**src/rtl/gather_pkg.sv**
```systemverilog
package gather_pkg;
  typedef enum logic [1:0] {
    PH_IDLE = 2'd0,
    PH_IDX  = 2'd1,
    PH_SRC  = 2'd2,
    PH_WR   = 2'd3
  } phase_e;
endpackage

```
**src/rtl/gather_span.sv**
```systemverilog
module gather_span #(
  parameter int NREG = 32,
  localparam int VL_W = $clog2(NREG) + 1
) (
  input  logic [VL_W-1:0] cnt,
  output logic [VL_W-1:0] span
);
  localparam int SW = VL_W + 1;
  logic [SW-1:0] need;
  logic [SW-1:0] s;

  always_comb begin
    need = SW'(cnt) + SW'(1);
    s = SW'(1);
    for (int k = 0; k < SW; k++) begin
      if (s < need) s = s << 1;
    end
    if (s > SW'(NREG)) s = SW'(NREG);
    span = s[VL_W-1:0];
  end
endmodule

```
**src/rtl/gather_fsm.sv**
```systemverilog
module gather_fsm
  import gather_pkg::*;
#(
  parameter int NREG = 32,
  localparam int IDX_W = $clog2(NREG),
  localparam int VL_W = IDX_W + 1
) (
  input  logic             clk,
  input  logic             rst_n,
  input  logic             start,
  input  logic [VL_W-1:0]  cnt_in,
  input  logic [VL_W-1:0]  cnt_q,
  input  logic             idx_bad,
  output phase_e           ph,
  output logic [IDX_W-1:0] elem,
  output logic             accept,
  output logic             done,
  output logic             trap,
  output logic [IDX_W-1:0] trap_elem
);
  phase_e           ph_n;
  logic [IDX_W-1:0] elem_n;
  logic             elem_en;
  logic             done_n;
  logic             trap_n;
  logic [IDX_W-1:0] te_n;
  logic             te_en;
  logic             last;

  assign accept = (ph == PH_IDLE) && start;
  assign last   = (VL_W'(elem) == (cnt_q - VL_W'(1)));

  always_comb begin
    ph_n    = ph;
    elem_n  = elem;
    elem_en = 1'b0;
    done_n  = 1'b0;
    trap_n  = 1'b0;
    te_n    = trap_elem;
    te_en   = 1'b0;
    unique case (ph)
      PH_IDLE: begin
        if (start) begin
          te_n  = '0;
          te_en = 1'b1;
          if (cnt_in == '0) begin
            done_n = 1'b1;
          end else begin
            ph_n    = PH_IDX;
            elem_n  = '0;
            elem_en = 1'b1;
          end
        end
      end
      PH_IDX: begin
        if (idx_bad) begin
          trap_n = 1'b1;
          te_n   = elem;
          te_en  = 1'b1;
          ph_n   = PH_IDLE;
        end else begin
          ph_n = PH_SRC;
        end
      end
      PH_SRC: ph_n = PH_WR;
      PH_WR: begin
        if (last) begin
          done_n = 1'b1;
          ph_n   = PH_IDLE;
        end else begin
          elem_n  = elem + IDX_W'(1);
          elem_en = 1'b1;
          ph_n    = PH_IDX;
        end
      end
      default: ph_n = PH_IDLE;
    endcase
  end

  always_ff @(posedge clk or negedge rst_n) begin
    if (!rst_n) begin
      ph        <= PH_IDLE;
      elem      <= '0;
      done      <= 1'b0;
      trap      <= 1'b0;
      trap_elem <= '0;
    end else begin
      ph   <= ph_n;
      done <= done_n;
      trap <= trap_n;
      if (elem_en) elem <= elem_n;
      if (te_en) trap_elem <= te_n;
    end
  end
endmodule

```
**src/rtl/gather_dp.sv**
```systemverilog
module gather_dp
  import gather_pkg::*;
#(
  parameter int NREG = 32,
  parameter int DATA_W = 16,
  localparam int IDX_W = $clog2(NREG),
  localparam int VL_W = IDX_W + 1
) (
  input  logic              clk,
  input  logic              rst_n,
  input  logic              accept,
  input  phase_e            ph,
  input  logic [IDX_W-1:0]  elem,
  input  logic [IDX_W-1:0]  dst_in,
  input  logic [IDX_W-1:0]  idx_in,
  input  logic [IDX_W-1:0]  src_in,
  input  logic [VL_W-1:0]   cnt_in,
  input  logic [DATA_W-1:0] rf_rdata,
  output logic [VL_W-1:0]   cnt_q,
  output logic [IDX_W-1:0]  src_q,
  output logic              idx_bad,
  output logic              rf_re,
  output logic [IDX_W-1:0]  rf_raddr,
  output logic              rf_we,
  output logic [IDX_W-1:0]  rf_waddr,
  output logic [DATA_W-1:0] rf_wdata
);
  logic [IDX_W-1:0]  dst_q;
  logic [IDX_W-1:0]  idx_q;
  logic [IDX_W-1:0]  ofs_q;
  logic [DATA_W-1:0] val_q;
  logic              ofs_en;
  logic              val_en;

  assign ofs_en  = (ph == PH_IDX);
  assign val_en  = (ph == PH_SRC);
  assign idx_bad = (ph == PH_IDX) && (rf_rdata >= DATA_W'(cnt_q));

  always_ff @(posedge clk or negedge rst_n) begin
    if (!rst_n) begin
      dst_q <= '0;
      idx_q <= '0;
      src_q <= '0;
      cnt_q <= '0;
    end else if (accept) begin
      dst_q <= dst_in;
      idx_q <= idx_in;
      src_q <= src_in;
      cnt_q <= cnt_in;
    end
  end

  always_ff @(posedge clk or negedge rst_n) begin
    if (!rst_n) begin
      ofs_q <= '0;
      val_q <= '0;
    end else begin
      if (ofs_en) ofs_q <= rf_rdata[IDX_W-1:0];
      if (val_en) val_q <= rf_rdata;
    end
  end

  always_comb begin
    rf_re    = (ph == PH_IDX) || (ph == PH_SRC);
    rf_raddr = (ph == PH_IDX) ? (idx_q + elem) : (src_q + ofs_q);
    rf_we    = (ph == PH_WR);
    rf_waddr = dst_q + elem;
    rf_wdata = val_q;
  end
endmodule

```
**src/rtl/gather_unit.sv**
```systemverilog
module gather_unit
  import gather_pkg::*;
#(
  parameter int NREG = 32,
  parameter int DATA_W = 16,
  localparam int IDX_W = $clog2(NREG),
  localparam int VL_W = IDX_W + 1
) (
  input  logic              clk,
  input  logic              rst_n,
  input  logic              start,
  input  logic [IDX_W-1:0]  dst_base,
  input  logic [IDX_W-1:0]  idx_base,
  input  logic [IDX_W-1:0]  src_base,
  input  logic [VL_W-1:0]   elem_cnt,
  output logic              busy,
  output logic              rf_re,
  output logic [IDX_W-1:0]  rf_raddr,
  input  logic [DATA_W-1:0] rf_rdata,
  output logic              rf_we,
  output logic [IDX_W-1:0]  rf_waddr,
  output logic [DATA_W-1:0] rf_wdata,
  output logic              done,
  output logic              trap,
  output logic [IDX_W-1:0]  trap_elem,
  output logic              dep_valid,
  output logic [IDX_W-1:0]  dep_base,
  output logic [VL_W-1:0]   dep_span
);
  phase_e           ph;
  logic [IDX_W-1:0] elem;
  logic             accept;
  logic [VL_W-1:0]  cnt_q;
  logic [IDX_W-1:0] src_q;
  logic             idx_bad;

  gather_fsm #(.NREG(NREG)) u_fsm (
    .clk(clk), .rst_n(rst_n), .start(start), .cnt_in(elem_cnt),
    .cnt_q(cnt_q), .idx_bad(idx_bad), .ph(ph), .elem(elem),
    .accept(accept), .done(done), .trap(trap), .trap_elem(trap_elem)
  );

  gather_dp #(.NREG(NREG), .DATA_W(DATA_W)) u_dp (
    .clk(clk), .rst_n(rst_n), .accept(accept), .ph(ph), .elem(elem),
    .dst_in(dst_base), .idx_in(idx_base), .src_in(src_base),
    .cnt_in(elem_cnt), .rf_rdata(rf_rdata), .cnt_q(cnt_q),
    .src_q(src_q), .idx_bad(idx_bad), .rf_re(rf_re),
    .rf_raddr(rf_raddr), .rf_we(rf_we), .rf_waddr(rf_waddr),
    .rf_wdata(rf_wdata)
  );

  gather_span #(.NREG(NREG)) u_span (
    .cnt(cnt_q), .span(dep_span)
  );

  assign busy      = (ph != PH_IDLE);
  assign dep_valid = busy;
  assign dep_base  = src_q;
endmodule

```
**config.mk**
```make
export PLATFORM = sky130hd
export DESIGN_NAME = gather_unit
export DESIGN_NICKNAME = d
export VERILOG_FILES = /design/src/rtl/gather_pkg.sv /design/src/rtl/gather_span.sv /design/src/rtl/gather_fsm.sv /design/src/rtl/gather_dp.sv /design/src/rtl/gather_unit.sv
export SDC_FILE = /design/constraint.sdc
export NUM_CORES = 1
export LEC_CHECK = 0
export BUFFER_PORTS_ARGS = -buffer_cell sky130_fd_sc_hd__buf_2
export CAP_MARGIN = 20
export CORE_ASPECT_RATIO = 1.2
export CORE_MARGIN = 2
export CORE_UTILIZATION = 40
export DETAILED_ROUTE_END_ITERATION = 12
export RECOVER_POWER = 100
export REMOVE_ABC_BUFFERS = 1
export SYNTH_ARGS = -nofsm -noshare
export SYNTH_HDL_FRONTEND = slang
export SYNTH_SLANG_ARGS = --single-unit
export TNS_END_PERCENT = 50
```
**constraint.sdc**
```tcl
create_clock -name clk -period 11.5 [get_ports clk]
set_input_delay 0.575 -clock clk [delete_from_list [all_inputs] [get_ports clk]]
set_output_delay 0.575 -clock clk [all_outputs]
set_load 0.02 [all_outputs]
```
## Yosys cells after proc, flatten, opt, wreduce, memory -nomap -nowiden

Index checks and enable logic that the tools add are counted.

- Input port bits: 40
- Register bits: 56

- Reduce and logical (&&, ||, !) cells: 11
- Order comparisons: 9
- Add/subtract/negate cells: 6
- Equal/unequal tests: 8
- Mux-type cells: 33

Operator list:

| kind | count |
|---|---|
| $mux W7 | 6 |
| $lt A7 B7 Y1 | 5 |
| $mux W5 | 6 |
| $pmux W5 S2 | 2 |
| $ge A16 B6 Y1 | 1 |
| $add A5 B5 Y5 | 3 |
| $mux W1 | 10 |
| $mux W2 | 4 |
| $ne A2 B2 Y1 const B | 4 |
| $pmux W2 S4 | 1 |
| $add A6 B1 Y7 const B | 1 |
| $gt A7 B6 Y1 const B | 1 |
| $lt A1 B7 Y1 const A | 1 |
| $lt A2 B7 Y1 | 1 |
| $eq A5 B6 Y1 | 1 |
| $logic_not A6 Y1 | 1 |
| $mux W6 | 1 |
| $pmux W1 S2 | 3 |
| $reduce_bool A2 Y1 | 3 |
| $sub A6 B1 Y6 const B | 1 |
| $add A5 B1 Y5 const B | 1 |
| $reduce_and A5 Y1 | 1 |
| $eq A2 B2 Y1 const B | 2 |
| $reduce_and A4 Y1 | 1 |
| other kinds (5) | 6 |

## Logic depth before layout (Yosys ltp)

Gate-level depths: netlist of run 1.

- Depth after elaboration: 17
- Depth in mapped cells: 50
- Gate-level depth less buffers: 49

## Cells and area by module

A second synthesis of run 1 with hierarchy kept.

- Cells, all modules: 462
- Area, all modules: 4653.2 um^2

By module, submodules not included:

| module | times used | seq. area each (um^2) | cells each | area an instance (um^2) |
|---|---|---|---|---|
| gather_dp | 1 | 1051.0 | 189 | 2347.3 |
| gather_span | 1 | 0.0 | 157 | 1233.7 |
| gather_fsm | 1 | 350.3 | 114 | 1058.5 |
| gather_unit | 1 | 0.0 | 2 | 13.8 |

## Worst setup path after synthesis of run 1

OpenSTA, ideal clock, no wires.

- Path kind: reg2out
- Start point: register u_dp.cnt_q[0]
- End point: output port dep_span[3]
- Path slack: 1.658 ns
- Cell stages (with the launch flop): 44
- Path buffers: 2
- Data required time: 10.925 ns
- Arrival time: 9.267 ns
- Cells stage by stage: dfrtp_1 -> buf_4 -> inv_1 -> ha_1 -> inv_1 -> nand2b_1 -> ha_1 -> a21oi_1 -> or2_2 -> ha_1 -> ha_1 -> o211ai_2 -> a211oi_4 -> nand2_2 -> mux2i_2 -> inv_1 -> ha_1 -> a211oi_1 -> [... 8 more ...] -> a31o_1 -> o22ai_2 -> inv_2 -> ha_1 -> a21o_1 -> a21oi_1 -> nand2_1 -> o21ai_1 -> clkbuf_1 -> mux2i_1 -> ha_1 -> a21o_1 -> a21oi_1 -> o21ai_0 -> a311oi_2 -> inv_1 -> o41a_1 -> a31oi_1

- Longest elaborated chain between the ends: 17

RTL lines:

| item | RTL line | RTL |
|---|---|---|
| start: declaration | gather_dp.sv:19 | `output logic [VL_W-1:0] cnt_q,` |
| start signal: assignment | gather_dp.sv:49 | `cnt_q <= cnt_in;` |
| $add A6 B1 Y7 * | gather_span.sv:13 | `need = SW'(cnt) + SW'(1);` |
| $lt A1 B7 Y1 | gather_span.sv:16 | `if (s < need) s = s << 1;` |
| $mux W2 | gather_span.sv:16 |  |
| $lt A2 B7 Y1 | gather_span.sv:16 |  |
| $mux W7 | gather_span.sv:16 |  |
| $lt A7 B7 Y1 | gather_span.sv:16 |  |
| $mux W7 | gather_span.sv:16 |  |
| $lt A7 B7 Y1 | gather_span.sv:16 |  |
| $mux W7 | gather_span.sv:16 |  |
| $lt A7 B7 Y1 | gather_span.sv:16 |  |
| $mux W7 | gather_span.sv:16 |  |
| $lt A7 B7 Y1 | gather_span.sv:16 |  |
| $mux W7 | gather_span.sv:16 |  |
| $lt A7 B7 Y1 | gather_span.sv:16 |  |
| $mux W7 * | gather_span.sv:16 |  |
| $gt A7 B6 Y1 | gather_span.sv:18 | `if (s > SW'(NREG)) s = SW'(NREG);` |
| $mux W6 * | gather_span.sv:18 |  |
| end: declaration | gather_unit.sv:28 | `output logic [VL_W-1:0] dep_span` |

Every way passes the cells marked *; elsewhere a longest branch is shown, timed or not.

## Worst setup path in the final report of run 1

- Start point: register u_dp.cnt_q[2]
- End point: output port dep_span[4]

The elaborated chain is that of the path after synthesis.

==> flow_summary.toml, run 1 <==
[floorplan]
die_x_um = 99.0
row_count = 41
num_io_pins = 88
coreArea_um2 = 10500
die_y_um = 118
start_util_pct = 41.2
die_area_um2 = 11700

[setup_path]
cp_num_buf_inv = 7
worstPathRequired_ps = 10930
crit_fanout = 14
critPathTopFamily = "compound AO/OA/AOI/OAI gates"
crit_path_frequent_cell = "ha_1"
slowest_delay_ps = 590
cp-end-kind = "output port"
cp_slowest_cell = "dfrtp_1"
criticalPathCategory = "flip-flop to output port"
cp-start-kind = "flip-flop"
cp_data_arrival_time_ps = 10140

[global_routing]
overflow = 0
grt_max_degree = 57
antenna_found_initial = 0
grt_first_pass_wirelength_mm = 17.2
track_usage_pct = 17.7
grt_pass1_vias = 3636

[timing]
fmax_ghz = 0.0933
period_minus_slack_ps = 10710
timing.final.crit_share_pct = 93.2
finalSetupViolCount = 0
worst_slew_pin_slew_ps = 3000
drv_slew = 57
hold_viol_final = 0
setup_slack_ps = 786
slew_headroom_pct = -99.8
clock_skew_ps = 2.95

[synthesis]
ys_seq_area_share_pct = 32.4
ys_ff_latch = 56
synthFlopType = "dfrtp_1"
synthCells = 453
syn_avg_cell_area_um2 = 9.56
yosysWarnings = 0
synth_edf_count = 0
async_flop_share_pct = 100
netlist_area_um2 = 4330
synthDistinctLibCells = 62

[layout]
final_nets = 631
fillers = 991
layout-drive-gt1-share_pct = 22.4
final_cell_mix = "dfrtp_1 (56), ha_1 (47), clkbuf_1 (45), buf_2 (45), inv_1 (43)"
syn_to_final_growth_pct = 15.7
layout_commonest_cell = "dfrtp_1"
diodes = 0

[routing]
via_per_inst = 5.24
drt_first_pass_iters = 4
wl_per_cell_um = 15.2
route.detailed.drc = 0
ant_nets = 0
vias = 3513
dr.first_iter.drc_count = 127
wirelength_mm = 10.2

[placed_design]
io_buffer_count = 87
gp_congestion = 0.885
place_hpwl_mm = 7.98
post-place-ws_ps = 732

[clocking]
cts_buffers = 5
clk_pin_slew_ps = 70
cts_root_buffer = "clkbuf_16"
cts_sinks = 56
cts_tree = "done"
cts_buffer_depth = 2
clkLatencyLatePin_ps = 300
hold_buffers = 0
htree_num_levels = 2

[status]
status = "complete, but fails checks"
violations = "capacitance limit, slew limit"

[job]
drv_cap = 1

[min_path]
hold_class = "input port to flip-flop"
cell families (layout without fill, tap and decap cells):
logic type,after synthesis,count (layout),synth area share (%)
simple gates,111,111,12.5
fa+ha+maj,51,51,15.3
flops,56,56,32.4
mux,53,53,13.7
compound gates,97,97,15.7
xor+xnor,24,24,4.85
buf+inv,61,149,5.72
path summary, 6_finish.rpt:
check / end / startpoint / cells past startpoint / slack, ps
worst max-delay path: dep_span[4] / u_dp.cnt_q[2]$_DFFE_PN0P_ / 47 / 790
worst min-delay path: u_dp.src_q[0]$_DFFE_PN0P_ / src_base[0] / 2 / 510
worst max register to register: u_fsm.trap_elem[0]$_DFFE_PN0P_ / u_dp.cnt_q[0]$_DFFE_PN0P_ / 11 / 8720
worst min register to register: u_dp.rf_wdata[11]$_DFFE_PN0N_ / u_dp.rf_wdata[11]$_DFFE_PN0N_ / 1 / 510
max in group asynchronous: u_dp.cnt_q[0]$_DFFE_PN0P_ / rst_n / 2 / 8460
min in group asynchronous: u_dp.idx_q[0]$_DFFE_PN0P_ / rst_n / 2 / 1350
flip-flops by register name, indices dropped and copies added, names as in the netlist, named ones only:
| register | cells |
|---|---|
| u_dp.cnt_q | 6 |
| u_dp.dst_q | 5 |
| u_dp.idx_q | 5 |
| u_dp.ofs_q | 5 |
| u_dp.rf_wdata | 16 |
| u_dp.src_q | 5 |
| u_fsm.done | 1 |
| u_fsm.elem | 5 |
| u_fsm.ph | 1 |
| u_fsm.trap | 1 |
| u_fsm.trap_elem | 5 |
synthesized netlist by cell type, types with 3 or more instances:
cell type | n | area [um^2]
dfrtp_1 | 56 | 1400
ha_1 | 48 | 601
inv_1 | 43 | 161
mux2_2 | 43 | 484
nand2_1 | 40 | 150
a21oi_1 | 31 | 155
nor2_1 | 23 | 86.3
o21ai_0 | 18 | 90.1
xnor2_1 | 15 | 131
a21o_1 | 9 | 67.6
xor2_1 | 9 | 78.8
mux2i_1 | 8 | 80.1
nand2b_1 | 8 | 50.1
clkbuf_1 | 6 | 22.5
nand3_1 | 6 | 30.0
nor3_1 | 6 | 30.0
nor4_1 | 5 | 31.3
a211oi_1 | 4 | 30.0
and2_1 | 4 | 25.0
and3_1 | 4 | 25.0
buf_4 | 4 | 30.0
nand4_1 | 4 | 25.0
a22oi_1 | 3 | 22.5
buf_2 | 3 | 15.0
fa_1 | 3 | 60.1
nor2b_1 | 3 | 18.8
layout make-up:
class / count / area [um^2] / area share (%)
Multi-Input combinational cell: 336 / 2690 / 53.7
Sequential cell: 56 / 1400 / 28.0
Timing Repair Buffer: 95 / 435 / 8.69
Inverter: 46 / 173 / 3.45
Tap cell: 129 / 161 / 3.22
Clock buffer: 7 / 143 / 2.85
Clock inverter: 1 / 7.51 / 0.150
per-layer routing:
| layer | routed length [um] | global-route usage (%) | vias up |
|---|---|---|---|
| li1 | - | - | 1768 |
| met1 | 4370 | 21.6 | 1667 |
| met2 | 5330 | 32.4 | 68 |
| met3 | 325 | 2.26 | 10 |
| met4 | 136 | 4.45 | 0 |
| met5 | 0 | 0 | - |
stage by stage:
step / cells / setup TNS, ps / hold WS, ps / instance area (um^2) / utilization, %
finish: 670 / 0 / 505 / 5010 / 47.7
global route: 670 / -36.1 / 510 / 5010 / 47.7
CTS: 664 / 0 / 443 / 5020 / 47.7
detailed placement: 656 / 0 / 490 / 4870 / 46.3
global placement: 656 / 0 / 486 / 4870 / 46.3
floorplan: 438 / 0 / 279 / 4260 / -
timing repair:
item	in CTS	in global routing
resized for setup	0	4
setup buffers	0	6
endpoints found under the setup margin	0	6
Power of run 1 is left out: the tool's default activity adds up to more than one toggle a clock period on the data nets, which glitch-free logic cannot reach.
==> run 2, diff against run 1 <==
--- a/config.mk
+++ b/config.mk
@@ -5,6 +5,7 @@
 export SDC_FILE = /design/constraint.sdc
 export NUM_CORES = 1
 export LEC_CHECK = 0
+export ABC_AREA = 1
 export BUFFER_PORTS_ARGS = -buffer_cell sky130_fd_sc_hd__buf_2
 export CAP_MARGIN = 20
 export CORE_ASPECT_RATIO = 1.2
==> run 2 against run 1 <==
Net effect:
- the flow still finishes with violations (capacitance limit, slew limit)
- design area is 4.3% lower
- sequential share of layout area is 1.3 points higher
- final cell count rose by 11%
- synthesized area down 4.3%
- critical path type unchanged
- critical endpoint is now dep_span[3]
- largest cell class unchanged
==> flow_summary.toml, run 2 <==
[global_routing]
antenna_found_initial = 0
grt_first_pass_wirelength_mm = 16.8
track_usage_pct = 18.4
grt_max_degree = 57
grt_pass1_vias = 3657
overflow = 0

[timing]
finalSetupTns_ps = 0
drv_slew = 57
clock_skew_ps = 7.77
timing.final.crit_share_pct = 79.7
setup_slack_ps = 2340
hold_viol_final = 0
finalSetupViolCount = 0
rsz0062_at_grt = "no"
worst_slew_pin_slew_ps = 3030
period_minus_slack_ps = 9160
slew_headroom_pct = -102
fmax_ghz = 0.109

[synthesis]
yosysMostFrequentCell = "nand2_1"
synth_commonest_cells = "nand2_1 (154), inv_1 (65), dfrtp_1 (56)"
async_flop_share_pct = 100
synthCells = 533
synth.largest_area_cell = "dfrtp_1"
synth_fa_ha_area_share_pct = 15.9
netlist.area_leader.share_pct = 33.8
synth.area.top_cells = "dfrtp_1 (34%), ha_1 (14%), nand2_1 (14%), inv_1 (5.9%), o21ai_0 (4.1%)"
yosys.area_share.xor_xnor_pct = 2.96
synthSimpleGateAreaFrac_pct = 25.1
syn_avg_cell_area_um2 = 7.78
synth_edf_count = 0
synthFlopType = "dfrtp_1"
synth_top_family_by_area = "simple AND/OR/NAND/NOR gates"
ys_ff_latch = 56
muxShareOfSynthArea_pct = 4.32
synth_compound_area_share_pct = 10.2
netlist_area_um2 = 4150
synthDistinctLibCells = 36
ys_seq_area_share_pct = 33.8
yosysWarnings = 0

[layout]
fillers = 1053
syn_to_final_growth_pct = 15.6
final_nets = 711
layout_commonest_cell = "nand2_1"
final_cell_mix = "nand2_1 (155), inv_1 (66), dfrtp_1 (56)"
diodes = 0
postLayoutCellArea_um2 = 4790
layout-drive-gt1-share_pct = 13.7
largest_reg_flops = 16

[clocking]
cts_sinks = 56
cts_tree = "done"
clkLatencyLatePin_ps = 300
cts_root_buffer = "clkbuf_16"
cts_buffers = 5
htree_num_levels = 2
hold_buffers = 0
clk_pin_slew_ps = 70
cts_resized = 0
cts_buffer_depth = 2
post_cts_buffers = 0

[status]
violations = "capacitance limit, slew limit"
status = "complete, but fails checks"

[placed_design]
post-place-ws_ps = 2840
place_hpwl_mm = 7.59
placed_area_um2 = 4720
gp_congestion = 0.811
io_buffer_count = 87

[floorplan]
row_count = 40
die_area_um2 = 11200
die_x_um = 96.9
num_io_pins = 88
die_y_um = 116
start_util_pct = 41.2
coreArea_um2 = 10100

[job]
drv_cap = 1

[routing]
dr.first_iter.drc_count = 146
ant_nets = 0
drt_first_pass_iters = 4
wirelength_mm = 9.79
vias = 3672
via_per_inst = 4.92
wl_per_cell_um = 13.1
route.detailed.drc = 0

[min_path]
hold_class = "input port to flip-flop"

[setup_path]
cp-end-kind = "output port"
cp_slowest_cell = "a211oi_1"
criticalPathCategory = "flip-flop to output port"
crit_path_frequent_cell = "nand2_1"
cp-start-kind = "flip-flop"
worstPathRequired_ps = 10930
cp_data_arrival_time_ps = 8590
crit_fanout = 12
slowest_delay_ps = 510
-- run 2: cell types whose count changed after synthesis, moves of 6 or more --
cell / before / now
o21a_1: 2 / 8
o21ai_0: 18 / 34
nand2b_1: 8 / 0
nand2_1: 40 / 154
a21o_1: 9 / 0
inv_1: 43 / 65
mux2_2: 43 / 15
a21oi_1: 31 / 24
nand2_2: 1 / 10
xnor2_1: 15 / 6
nand3_1: 6 / 18
mux2i_1: 8 / 1
-- run 2: worst paths after layout --
| kind | from | end | slack [ps] | cells past startpoint |
|---|---|---|---|---|
| worst max-delay path | u_dp.cnt_q[0]$_DFFE_PN0P_ | dep_span[3] | 2340 | 51 |
| worst min-delay path | dst_base[3] | u_dp.dst_q[3]$_DFFE_PN0P_ | 470 | 3 |
| worst max register to register | flip-flop | u_fsm.trap_elem[2]$_DFFE_PN0P_ | 8680 | 8 |
| worst min register to register | u_dp.dst_q[3]$_DFFE_PN0P_ | u_dp.dst_q[3]$_DFFE_PN0P_ | 490 | 2 |
| max in group asynchronous | rst_n | u_dp.rf_wdata[13]$_DFFE_PN0N_ | 8420 | 2 |
| min in group asynchronous | rst_n | u_fsm.trap_elem[3]$_DFFE_PN0P_ | 1360 | 2 |
-- run 2: critical path: cells and delay by family, from the launching register on --
family          cells  cell delay [ps]
compound gates     12             2490
fa+ha+maj           8             2350
simple gates       25             2320
buf+inv             6              570
flops               1              500
-- run 2: metrics by stage --
step	utilization (%)	cells	hold WS [ps]
CTS	48.4	747	448
floorplan	-	522	279
global route	47.6	747	470
global placement	46.9	739	467
detailed placement	46.9	739	473
finish	47.6	747	470
-- run 2: routing by layer --
metal | vias up | share of wire (%) | GRT usage (%)
met4 | 0 | 2.7 | 7.14
met3 | 19 | 2.8 | 2.41
met5 | - | 0 | 0
met1 | 1680 | 43 | 22.7
met2 | 70 | 51 | 33.0
li1 | 1903 | - | -
-- run 2: layout make-up --
class | count | area, um^2 | share of cell area [%]
clock buffer | 6 | 139 | 2.90
clock inverter | 2 | 13.8 | 0.287
inverter | 71 | 268 | 5.59
multi-input combinational | 395 | 2420 | 50.5
sequential | 56 | 1400 | 29.2
tap | 126 | 158 | 3.29
timing repair buffer | 91 | 392 | 8.17
-- run 2: logic make-up after synthesis --
| group | count (synthesis) |
|---|---|
| simple gates | 237 |
| buf+inv | 82 |
| compound gates | 77 |
| flops | 56 |
| fa+ha+maj | 51 |
| mux | 16 |
| xor+xnor | 14 |
Power of run 2 is left out for the same reason.
==> run 3, diff against run 2 <==
==> constraint.sdc (replaced) <==
create_clock -name clk -period 8.5 [get_ports clk]
set_input_delay 0.425 -clock clk [delete_from_list [all_inputs] [get_ports clk]]
set_output_delay 0.425 -clock clk [all_outputs]
set_load 0.02 [all_outputs]
==> run 3 against run 2 <==
Net effect:
- wire length rose by 4.8%
- non-clock buffer count rose by 17
- global-route usage fell by 0.34 points
- clock skew rose by 3.9 ps
- the flow still finishes with violations (capacitance limit, slew limit)
- hold slack got worse by 150 ps
- first-iteration DRC count fell by 19%
- register-to-register slack got worse by 3100 ps
==> flow_summary.toml, run 3 (synthesis gave the netlist of run 2 again) <==
[status]
status = "complete, but fails checks"
violations = "capacitance limit, slew limit"

[floorplan]
die_area_um2 = 11200
row_count = 40
coreArea_um2 = 10100
num_io_pins = 88
die_y_um = 116
die_x_um = 96.9
start_util_pct = 41.2

[global_routing]
busiest_layer = "met2"
met3_usage_pct = 2.53
antenna_found_initial = 0
use_met2_pct = 33.8
grt_pass1_vias = 3627
overflow = 0
track_usage_pct = 18.1
use_met1_pct = 21.3
grt_max_degree = 57
grt_first_pass_wirelength_mm = 16.5

[timing]
period_minus_slack_ps = 8020
drv_slew = 57
clock_skew_ps = 11.7
worst_slew_pin_slew_ps = 2980
slew_headroom_pct = -98.7
timing.final.crit_share_pct = 94.3
finalSetupViolCount = 0
hold_viol_final = 0
setup_slack_ps = 484
fmax_ghz = 0.125

[setup_path]
cp-end-kind = "output port"
criticalPathCategory = "flip-flop to output port"
slowest_delay_ps = 470
crit_fanout = 10
cp_slowest_cell = "dfrtp_2"
worstPathRequired_ps = 8080
crit_path_frequent_cell = "nand2_1"
critPathTopFamily = "simple AND/OR/NAND/NOR gates"
cp_num_buf_inv = 9
cp-start-kind = "flip-flop"
cp_data_arrival_time_ps = 7590

[clocking]
cts_buffers = 5
cts_tree = "done"
hold_buffers = 0
cts_sinks = 56
clk_pin_slew_ps = 70
clkLatencyLatePin_ps = 300
htree_num_levels = 2
cts_root_buffer = "clkbuf_16"
cts_buffer_depth = 2

[placed_design]
post-place-ws_ps = 215
numPlacedInstances = 739
gp_congestion = 0.828
place_hpwl_mm = 7.67
io_buffer_count = 87

[layout]
layout_commonest_cell = "nand2_1"
diodes = 0
largest_reg_flops = 16
stdcell_count = 764
final_cell_mix = "nand2_1 (153), inv_1 (64), dfrtp_1 (53)"
layout-drive-gt1-share_pct = 21.5
final_nets = 728
syn_to_final_growth_pct = 23.7

[routing]
wl_per_cell_um = 13.4
route.detailed.drc = 0
dr.first_iter.drc_count = 118
ant_nets = 0
wirelength_mm = 10.3
drt_first_pass_iters = 4
vias = 3771
via_per_inst = 4.94

[job]
drv_cap = 1

[min_path]
hold_class = "input port to flip-flop"
==> run 3: cell count changes in the layout (fill, tap and decap cells not counted), sizes merged <==
cell,change
inv,-1
buf,+21
bufinv,+1
clkbuf,-4
==> run 3: layer usage <==
layer | routed length (um) | share of wire [%]
met3 | 277 | 2.7
met1 | 4400 | 43
met4 | 192 | 1.9
met5 | 0 | 0
met2 | 5400 | 53
==> run 3: final cells by class <==
type | count | area, um^2
well taps | 126 | 158
clock buffers | 6 | 139
clock inverters | 2 | 38.8
repair buffers | 108 | 531
flip-flops and latches | 56 | 1410
fillers | 1017 | 4930
multi-input cells | 395 | 2590
inverters | 71 | 270
==> run 3: worst min-delay path, cell delays in order <==
cell     delay, ps
buf_2           70
nand2_1         40
nand2_1         40
==> run 3: metrics by stage <==
step / utilization (%) / hold slack, ps / area [um^2] / TNS [ps]
5_1_grt: 51.0 / 320 / 5130 / -466
2_1_floorplan: - / 129 / 4090 / 0
6_report: 51.0 / 317 / 5130 / 0
4_1_cts: 48.7 / 292 / 4900 / 0
3_3_place_gp: 46.9 / 467 / 4720 / 0
3_5_place_dp: 46.9 / 472 / 4720 / 0
==> run 3: what timing repair did <==
item                       4_1_cts  5_1_grt
pin swaps                        0       10
hold endpoints to repair         0        0
setup endpoints to repair        4        6
gates resized for setup          5       41
buffers inserted                 0       17
==> run 3: path summary, 6_finish.rpt <==
path                                                start                             end  slack [ps]  cells past startpoint
max in group asynchronous                           rst_n       u_dp.cnt_q[2]$_DFFE_PN0P_        5410                      2
worst min-delay path                          dst_base[3]       u_dp.dst_q[3]$_DFFE_PN0P_         320                      3
worst min register to register  u_dp.dst_q[0]$_DFFE_PN0P_       u_dp.dst_q[0]$_DFFE_PN0P_         480                      2
worst max register to register                  flip-flop  u_fsm.trap_elem[1]$_DFFE_PN0P_        5620                      8
min in group asynchronous                           rst_n       u_dp.cnt_q[0]$_DFFE_PN0P_        1180                      2
worst max-delay path            u_dp.cnt_q[0]$_DFFE_PN0P_                     dep_span[3]         480                     52
Power of run 3 is left out for the same reason.
